### src/rtl/fault_resp_pkg.sv
// Shared encodings for the fault status and response selector.
package fault_resp_pkg;
    typedef enum logic [1:0] {
        RSP_OK  = 2'b00,
        RSP_INT = 2'b01,
        RSP_ST  = 2'b10
    } rsp_kind_t;

    localparam logic [1:0] ST_NORM = 2'b00;
    localparam logic [1:0] ST_OVR  = 2'b10;

    // Bit positions inside the status view
    localparam int B_INIT = 0;
    localparam int B_RST  = 1;
    localparam int B_IDE  = 2;
    localparam int B_WCRC = 3;
    localparam int B_OTP  = 4;
    localparam int B_ST   = 5;
    localparam int B_OVR0 = 6;
endpackage

### src/rtl/frs_flag_bank.sv
// Device-wide sticky flags and their clearing rules.
// Assumes fault inputs are synchronous to clk. The lock state is sampled
// when a writable CRC fault is raised.
module frs_flag_bank (
    input  logic clk,
    input  logic rst_n,
    input  logic init_done_i,
    input  logic lock_i,
    input  logic wcrc_fault_i,
    input  logic otp_fault_i,
    input  logic st_fault_i,
    input  logic stat_rd_i,
    output logic init_busy_o,
    output logic rst_seen_o,
    output logic wcrc_o,
    output logic otp_o,
    output logic st_err_o
);
    logic wcrc_lk;

    // Update every flag according to its own set and clear rule
    always_ff @(posedge clk) begin
        if (!rst_n) begin
            init_busy_o <= 1'b1;
            rst_seen_o  <= 1'b1;
            wcrc_o      <= 1'b0;
            wcrc_lk     <= 1'b0;
            otp_o       <= 1'b0;
            st_err_o    <= 1'b0;
        end else begin
            if (init_done_i) init_busy_o <= 1'b0;
            if (stat_rd_i)   rst_seen_o  <= 1'b0;
            if (wcrc_fault_i) begin
                wcrc_o  <= 1'b1;
                wcrc_lk <= wcrc_lk | lock_i;
            end else if (stat_rd_i && !wcrc_lk) begin
                wcrc_o <= 1'b0;
            end
            if (otp_fault_i) otp_o <= 1'b1;
            st_err_o <= st_fault_i | (st_err_o & ~stat_rd_i);
        end
    end


    init_clear_chk: assert property (@(posedge clk) disable iff (!rst_n)
        init_done_i |=> !init_busy_o);

    locked_wcrc_chk: assert property (@(posedge clk) disable iff (!rst_n)
        (wcrc_o && wcrc_lk) |=> wcrc_o);

    otp_sticky_chk: assert property (@(posedge clk) disable iff (!rst_n)
        otp_o |=> otp_o);

    st_hold_chk: assert property (@(posedge clk) disable iff (!rst_n)
        (stat_rd_i && st_fault_i) |=> st_err_o);
endmodule

### src/rtl/frs_axis_ovr.sv
// Over-range tracking for one axis: a sticky flag that clears on read,
// and a report bit that stays set for one request after the condition ends.
module frs_axis_ovr (
    input  logic clk,
    input  logic rst_n,
    input  logic ovr_i,
    input  logic stat_rd_i,
    input  logic req_hit_i,
    output logic flag_o,
    output logic rpt_o
);
    logic tail;

    // Sticky flag for the status view, re-armed while the condition holds
    always_ff @(posedge clk) begin
        if (!rst_n) flag_o <= 1'b0;
        else        flag_o <= ovr_i | (flag_o & ~stat_rd_i);
    end

    // Tail bit: remembers over-range until a request on this axis consumes it
    always_ff @(posedge clk) begin
        if (!rst_n)         tail <= 1'b0;
        else if (ovr_i)     tail <= 1'b1;
        else if (req_hit_i) tail <= 1'b0;
    end

    assign rpt_o = ovr_i | tail;


    tail_once_chk: assert property (@(posedge clk) disable iff (!rst_n)
        (req_hit_i && !ovr_i) |=> (!rpt_o || ovr_i));
endmodule

### src/rtl/frs_resp_pick.sv
// Picks and registers the response to each data request by priority.
// Assumes the flag inputs are registered state from the flag bank.
module frs_resp_pick
    import fault_resp_pkg::*;
#(
    parameter int NAXIS = 2,
    parameter int AXW   = 1
) (
    input  logic             clk,
    input  logic             rst_n,
    input  logic             req_i,
    input  logic [AXW-1:0]   req_axis_i,
    input  logic             blk_i,
    input  logic             crc_i,
    input  logic             st_i,
    input  logic [NAXIS-1:0] rpt_i,
    output logic             rsp_vld_o,
    output logic [1:0]       rsp_kind_o,
    output logic [1:0]       rsp_stat_o,
    output logic             arm_upd_o
);
    rsp_kind_t  kind_n;
    logic [1:0] stat_n;
    logic       axis_rpt;

    // Select the over-range report of the addressed axis
    always_comb begin
        axis_rpt = 1'b0;
        for (int k = 0; k < NAXIS; k++)
            if (int'(req_axis_i) == k) axis_rpt = rpt_i[k];
    end

    // Priority: init/reset, CRC, self-test, then over-range status
    always_comb begin
        stat_n = ST_NORM;
        if (blk_i || crc_i) kind_n = RSP_INT;
        else if (st_i)      kind_n = RSP_ST;
        else begin
            kind_n = RSP_OK;
            stat_n = axis_rpt ? ST_OVR : ST_NORM;
        end
    end

    // Register the response one cycle after the request
    always_ff @(posedge clk) begin
        if (!rst_n) begin
            rsp_vld_o  <= 1'b0;
            rsp_kind_o <= RSP_OK;
            rsp_stat_o <= ST_NORM;
            arm_upd_o  <= 1'b0;
        end else begin
            rsp_vld_o  <= req_i;
            rsp_kind_o <= req_i ? kind_n : RSP_OK;
            rsp_stat_o <= req_i ? stat_n : ST_NORM;
            arm_upd_o  <= req_i && (kind_n == RSP_OK);
        end
    end


    blk_int_chk: assert property (@(posedge clk) disable iff (!rst_n)
        (req_i && blk_i) |=> (rsp_kind_o == RSP_INT && !arm_upd_o));

    st_over_ovr_chk: assert property (@(posedge clk) disable iff (!rst_n)
        (req_i && !blk_i && !crc_i && st_i) |=> (rsp_kind_o == RSP_ST));

    rsp_follow_chk: assert property (@(posedge clk) disable iff (!rst_n)
        req_i |=> rsp_vld_o);

    arm_ok_chk: assert property (@(posedge clk) disable iff (!rst_n)
        arm_upd_o |-> (rsp_vld_o && rsp_kind_o == RSP_OK));
endmodule

### src/rtl/fault_resp_sel.sv
// Top of the fault status and response selector: the device flag bank,
// one over-range tracker per axis, and the response picker.
// Assumes every input is synchronous to clk.
module fault_resp_sel
    import fault_resp_pkg::*;
#(
    parameter int NAXIS = 2,
    localparam int AXW  = (NAXIS > 1) ? $clog2(NAXIS) : 1,
    localparam int STW  = B_OVR0 + NAXIS
) (
    input  logic             clk,
    input  logic             rst_n,
    input  logic             init_done_i,
    input  logic             lock_i,
    input  logic             wcrc_fault_i,
    input  logic             otp_fault_i,
    input  logic             st_fault_i,
    input  logic [NAXIS-1:0] ovr_i,
    input  logic             stat_rd_i,
    input  logic             req_i,
    input  logic [AXW-1:0]   req_axis_i,
    output logic [STW-1:0]   stat_o,
    output logic             rsp_vld_o,
    output logic [1:0]       rsp_kind_o,
    output logic [1:0]       rsp_stat_o,
    output logic             arm_upd_o,
    output logic             pcm_en_o
);
    logic init_busy, rst_seen, wcrc, otp, st_err;
    logic [NAXIS-1:0] ovr_flag, ovr_rpt;

    frs_flag_bank u_bank (
        .clk(clk), .rst_n(rst_n), .init_done_i(init_done_i), .lock_i(lock_i),
        .wcrc_fault_i(wcrc_fault_i), .otp_fault_i(otp_fault_i),
        .st_fault_i(st_fault_i), .stat_rd_i(stat_rd_i),
        .init_busy_o(init_busy), .rst_seen_o(rst_seen), .wcrc_o(wcrc),
        .otp_o(otp), .st_err_o(st_err)
    );

    for (genvar k = 0; k < NAXIS; k++) begin : g_axis
        logic hit;
        assign hit = req_i && (int'(req_axis_i) == k);
        frs_axis_ovr u_ax (
            .clk(clk), .rst_n(rst_n), .ovr_i(ovr_i[k]), .stat_rd_i(stat_rd_i),
            .req_hit_i(hit), .flag_o(ovr_flag[k]), .rpt_o(ovr_rpt[k])
        );
    end

    frs_resp_pick #(.NAXIS(NAXIS), .AXW(AXW)) u_pick (
        .clk(clk), .rst_n(rst_n), .req_i(req_i), .req_axis_i(req_axis_i),
        .blk_i(init_busy | rst_seen), .crc_i(wcrc | otp), .st_i(st_err),
        .rpt_i(ovr_rpt), .rsp_vld_o(rsp_vld_o), .rsp_kind_o(rsp_kind_o),
        .rsp_stat_o(rsp_stat_o), .arm_upd_o(arm_upd_o)
    );

    // Assemble the status view from the current (pre-clear) flags
    always_comb begin
        stat_o         = '0;
        stat_o[B_INIT] = init_busy;
        stat_o[B_RST]  = rst_seen;
        stat_o[B_IDE]  = wcrc | otp | st_err;
        stat_o[B_WCRC] = wcrc;
        stat_o[B_OTP]  = otp;
        stat_o[B_ST]   = st_err;
        stat_o[STW-1:B_OVR0] = ovr_flag;
    end

    assign pcm_en_o = ~(init_busy | rst_seen);


    crc_pcm_chk: assert property (@(posedge clk) disable iff (!rst_n)
        (stat_o[B_OTP] && !stat_o[B_INIT] && !stat_o[B_RST]) |-> pcm_en_o);
endmodule

### config.mk
export PLATFORM = sky130hd
export DESIGN_NAME = fault_resp_sel
export DESIGN_NICKNAME = d
export VERILOG_FILES = /design/src/rtl/fault_resp_pkg.sv /design/src/rtl/frs_flag_bank.sv /design/src/rtl/frs_axis_ovr.sv /design/src/rtl/frs_resp_pick.sv /design/src/rtl/fault_resp_sel.sv
export SDC_FILE = /design/constraint.sdc
export NUM_CORES = 1
export LEC_CHECK = 0
export ABC_AREA = 1
export ABC_CLOCK_PERIOD_IN_PS = 1200
export BUFFER_PORTS_ARGS = -buffer_cell sky130_fd_sc_hd__buf_2
export CAP_MARGIN = 10
export CORE_AREA = 10 10 47 49
export CTS_CLUSTER_SIZE = 10
export DETAILED_ROUTE_END_ITERATION = 6
export DIE_AREA = 0 0 57 59
export PLACE_DENSITY = 0.83
export SYNTH_ARGS = -nofsm -noshare
export SYNTH_HDL_FRONTEND = slang
export SYNTH_SLANG_ARGS = --single-unit
### constraint.sdc
create_clock -name clk -period 1.2 [get_ports clk]
set_clock_uncertainty 0.15 [all_clocks]
set_input_delay 0.06 -clock clk [delete_from_list [all_inputs] [get_ports clk]]
set_output_delay 0.06 -clock clk [all_outputs]
set_load 0.005 [all_outputs]
* Word-level counts from Yosys, hierarchy flattened
Index checks and enable logic that the tools add are counted.
Storage, ports and cells: register bits 16, output and inout bits 15, logic and storage cells 53, memories kept 0, ROM bits 0, bits of input ports 12, RAM bits 0, latch bits 0
Cells by class: bitwise logic cells 17, multipliers 0, shift operators 0, divide/modulo/power cells 0, mux-type cells 10, $lt $le $gt $ge 0, $add $sub $neg 0, equal/unequal tests 0, reduce and logical (&&, ||, !) cells 12
Operators by type and width (count):
- OR 1 bit | 9
- 2-to-1 mux 1 bit | 7
- 2-to-1 mux 2 bit | 3
- nonzero test 2 bit | 3
- NOT 1 bit | 5
- logical AND 1 bit | 4
- OR reduction 4 bit | 1
- bitwise AND 1 bit | 3
- zero test 2 bit | 1
- AND reduction 2 bit | 1
- zero test 1 bit | 1
- logical OR 1 bit | 1

* Longest topological paths before layout
word-level depth 5, gate-level depth with buffers 4, mapped depth without buffers 4

* By module
Synthesis repeated with hierarchy kept, for this count alone.
Second synthesis, totals: cells, all modules 84, area total of the unflattened synthesis 618.1 um^2
By module, submodules not included:
- frs_flag_bank | cells an instance 23, area an instance 192.7 um^2, sequential area each 120.1 um^2, times used 1
- frs_resp_pick | cells an instance 22, area an instance 190.2 um^2, sequential area each 100.1 um^2, times used 1
- frs_axis_ovr | cells an instance 12, area an instance 78.8 um^2, sequential area each 40.0 um^2, times used 2
- fault_resp_sel | cells an instance 15, area an instance 77.6 um^2, sequential area each 0.0 um^2, times used 1

* Worst setup path before layout
No wires, ideal clock.
path type register -> register, start reg u_bank.init_busy_o, end reg u_pick.rsp_stat_o[1], data required time 986 ps, stages on the path, launching flop included 4, clock period less this slack 846 ps, arrival 632 ps, library setup time 64 ps, slack 354 ps, path through dfxtp_1 -> nor2_4 -> nand3_2 -> nor2_1
Between the ends: longest elaborated chain between the ends 3
Ends and longest elaborated chain:
- start, declared | RTL line frs_flag_bank.sv:13 | output logic init_busy_o,
- start signal, assigned | RTL line frs_flag_bank.sv:24 | init_busy_o <= 1'b1;
- start signal, assigned | RTL line frs_flag_bank.sv:31 | if (init_done_i) init_busy_o <= 1'b0;
- OR 1 bit | RTL line fault_resp_sel.sv:51 | .blk_i(init_busy | rst_seen), .crc_i(wcrc | otp), .st_i(st_err),
- logical OR 1 bit | RTL line frs_resp_pick.sv:36 | if (blk_i || crc_i) kind_n = RSP_INT;
- OR reduction 4 bit (no line)
- end signal, assigned | RTL line frs_resp_pick.sv:54 | rsp_stat_o <= req_i ? stat_n : ST_NORM;
- end, declared | RTL line frs_resp_pick.sv:19 | output logic [1:0] rsp_stat_o,
No other way between the ends. A chain may end at the register's enable or synchronous reset.

* Worst setup path in the final report
start reg u_bank.wcrc_o, end out stat_o[2]
Between the ends: longest elaborated chain between the ends 2
Ends and longest elaborated chain:
- start, declared | RTL line frs_flag_bank.sv:15 | output logic wcrc_o,
- start signal, assigned | RTL line frs_flag_bank.sv:26 | wcrc_o <= 1'b0;
- start signal, assigned | RTL line frs_flag_bank.sv:34 | wcrc_o <= 1'b1;
- start signal, assigned | RTL line frs_flag_bank.sv:37 | wcrc_o <= 1'b0;
- OR 1 bit (2 in series) | RTL line fault_resp_sel.sv:61 | stat_o[B_IDE] = wcrc | otp | st_err;
- end, declared | RTL line fault_resp_sel.sv:22 | output logic [STW-1:0] stat_o,
No other way between the ends.

==> impl_metrics.env <==
export IMPL_hold_depth=2
export IMPL_setup_viol=0
export IMPL_ant_nets=0
export IMPL_crit_type="reg2out"
export IMPL_viasPerCell=4.26
export IMPL_rsz0062_at_grt="false"
export IMPL_drive_gt1_frac=0.376
export IMPL_syn_avg_cell_area_um2=8.37
export IMPL_firstDrtPassIters=4
export IMPL_critPathLaunchType="flop"
export IMPL_initial_utilization=0.406
export IMPL_cts_buffers=3
export IMPL_synth_cell_type_count=13
export IMPL_holdPathEnd="g_axis[1].u_ax.flag_o$_SDFF_PN0_"
export IMPL_run_status="finished clean"
export IMPL_timing_fmax_ghz=0.885
export IMPL_syn_area_um2=569
export IMPL_grt_start_max_net_pins=10
export IMPL_grt_antenna_before_repair=0
export IMPL_slew_viol_final=0
export IMPL_grt_pass1_wl_um=2070
export IMPL_io_buffers=25
export IMPL_io_pins=27
export IMPL_clkLatencyLatePin_ns=0.29
export IMPL_nNetsFinal=114
export IMPL_routed_top_layer="met4"
export IMPL_reg2reg_to="u_pick.rsp_stat_o[1]$_SDFF_PP0_"
export IMPL_min_from="g_axis[1].u_ax.flag_o$_SDFF_PN0_"
export IMPL_die_h_um=59
export IMPL_final_util=0.575
export IMPL_max_cap_violations=0
export IMPL_post_route_period_util=0.941
export IMPL_grt_use_total=0.0796
export IMPL_area_growth_pct=41.5
export IMPL_synth_nets=80
export IMPL_layout_commonest_cell="buf_2"
export IMPL_die_x_um=57
export IMPL_netlist_instances=68
export IMPL_clock_path_buffers=2
export IMPL_drc=0
export IMPL_fin_total_pwr_mw=0.976
export IMPL_dp_cells=101
export IMPL_ys_ff_latch=15
export IMPL_ys_warn_count=0
export IMPL_num_vias=503
export IMPL_first_iter_violations=6
export IMPL_met3WireLength_um=143
export IMPL_dp_slack_ns=0.312
export IMPL_rrSetupSlack_ns=0.26
export IMPL_rows=14
export IMPL_cts_sinks=15
export IMPL_dieArea_mm2=0.00336
export IMPL_p_per_area_mw_per_mm2=1210
export IMPL_wl_per_cell_um=12.0
export IMPL_mostFrequentLayoutCells="25 x buf_2, 15 x nor2_1, 12 x dfxtp_1"
export IMPL_finalNonFillerCells=118
export IMPL_critPathCaptureType="output port"
export IMPL_htreeDepth=1
export IMPL_hold_class="reg2reg"
export IMPL_cts_root_buf="clkbuf_4"
export IMPL_tns_ns=0
export IMPL_gp_congestion=0.709
export IMPL_post_dp_hpwl_um=951
export IMPL_peakVddDrop_mv=0.753
export IMPL_crit_required_ns=0.99
export IMPL_clkTransAtPathRegs_ns=0.09
export IMPL_r2r_cells=4
export IMPL_wl_met2_um=759
export IMPL_gr_total_overflow=0
export IMPL_wirelength_met1_um=499
export IMPL_fillers=140
export IMPL_grt_pass1_vias=502
export IMPL_wirelength_um=1410
export IMPL_cts_tree="yes"
export IMPL_fp_coreArea_mm2=0.00140
export IMPL_critPathArrivalTime_ns=0.92
export IMPL_p_leak_nw=0.421
export IMPL_finalHoldViolations=0
export IMPL_reg2reg_from="u_bank.wcrc_o$_SDFFE_PN0P_"
export IMPL_min_period_ns=1.13
export IMPL_crit_fanout=3
export IMPL_synth_seq_area_share=0.527
export IMPL_fin_ws_ns=0.0703
-- power by group --
group,switching (mW),internal (mW)
logic,0.0641,0.0778
registers,0.0202,0.527
clock network,0.163,0.124
total,0.247,0.728
-- final cells by class --
class,count,area [um^2],share of cell area
well taps,16,20.0,0.0248
repair buffers,37,243,0.301
inverters,8,30.0,0.0373
flip-flops and latches,15,304,0.377
multi-input cells,37,179,0.222
clock buffers,3,22.5,0.0280
clock inverters,1,5.00,0.00621
diodes,1,2.50,0.00311
-- per-stage QoR --
step / instance area (um^2) / hold slack [ns]
after detailed placement: 654 / 0.121
after floorplan: 569 / -0.0211
final: 806 / 0.339
after CTS: 792 / 0.334
after global routing: 803 / 0.373
after global placement: 654 / 0.108
-- synth_stat cells --
library cell / instances / area, um^2
inv_1: 8 / 30.0
nand2_2: 1 / 6.26
nor2_2: 1 / 6.26
nand2_1: 5 / 18.8
a21oi_1: 8 / 40.0
nand3_1: 1 / 5.00
o21ai_0: 2 / 10.0
dfxtp_1: 15 / 300
nor2_4: 2 / 22.5
buf_4: 8 / 60.1
nor2_1: 15 / 56.3
nand3_2: 1 / 10.0
conb_1: 1 / 3.75
-- how the worst max path moves through the flow --
stage	from	endpoint	slack (ns)	depth (start not counted)
final	u_bank.wcrc_o$_SDFFE_PN0P_	stat_o[2]	0.07	3
after floorplan	u_bank.init_busy_o$_SDFFE_PN1P_	u_pick.rsp_stat_o[1]$_SDFF_PP0_	0.35	3
after detailed placement	u_bank.init_busy_o$_SDFFE_PN1P_	u_pick.rsp_kind_o[1]$_SDFF_PN0_	0.31	3
after CTS	u_bank.otp_o$_SDFFE_PN0P_	stat_o[2]	0.01	3
after global placement	u_bank.init_busy_o$_SDFFE_PN1P_	u_pick.rsp_stat_o[1]$_SDFF_PP0_	0.34	3
after global routing	u_bank.init_busy_o$_SDFFE_PN1P_	pcm_en_o	0.02	2
-- routing by layer --
metal | vias to the layer above | track usage
met2 | 17 | 0.132
met5 | - | 0
met1 | 219 | 0.0654
met3 | 2 | 0.0536
li1 | 265 | -
met4 | 0 | 0.0638
-- repair_timing --
action / 4_1_cts / 5_1_grt
setup endpoints to repair: 0 / 1
buffers inserted: 0 / 1
hold endpoints to repair: 15 / 0
hold buffers: 11 / 0
gates resized for setup: 0 / 3
-- worst max-delay path: stages (launching register included) --
cell and delay (ns):
dfxtp_2 0.35, nor2_4 0.10, nand2_1 0.06, buf_2 0.13
-- state kept, by name, indices dropped and copies added, names as in the netlist --
| register | flops |
|---|---|
| u_bank.wcrc_o | 1 |
| g_axis.u_ax.tail | 2 |
| u_bank.wcrc_lk | 1 |
| u_pick.rsp_kind_o | 2 |
| u_bank.st_err_o | 1 |
| u_pick.rsp_vld_o | 1 |
| u_bank.rst_seen_o | 1 |
| u_pick.arm_upd_o | 1 |
| u_bank.otp_o | 1 |
| u_pick.rsp_stat_o | 1 |
| u_bank.init_busy_o | 1 |
| g_axis.u_ax.flag_o | 2 |
-- logic make-up after synthesis --
| family | Yosys count | synth area share |
|---|---|---|
| AOI/OAI and AO/OA | 10 | 0.0879 |
| buffers and inverters | 16 | 0.158 |
| DFF | 15 | 0.527 |
| and+or+nand+nor | 26 | 0.220 |
| other | 1 | 0.00659 |
Power figures use the tool's default switching activity.
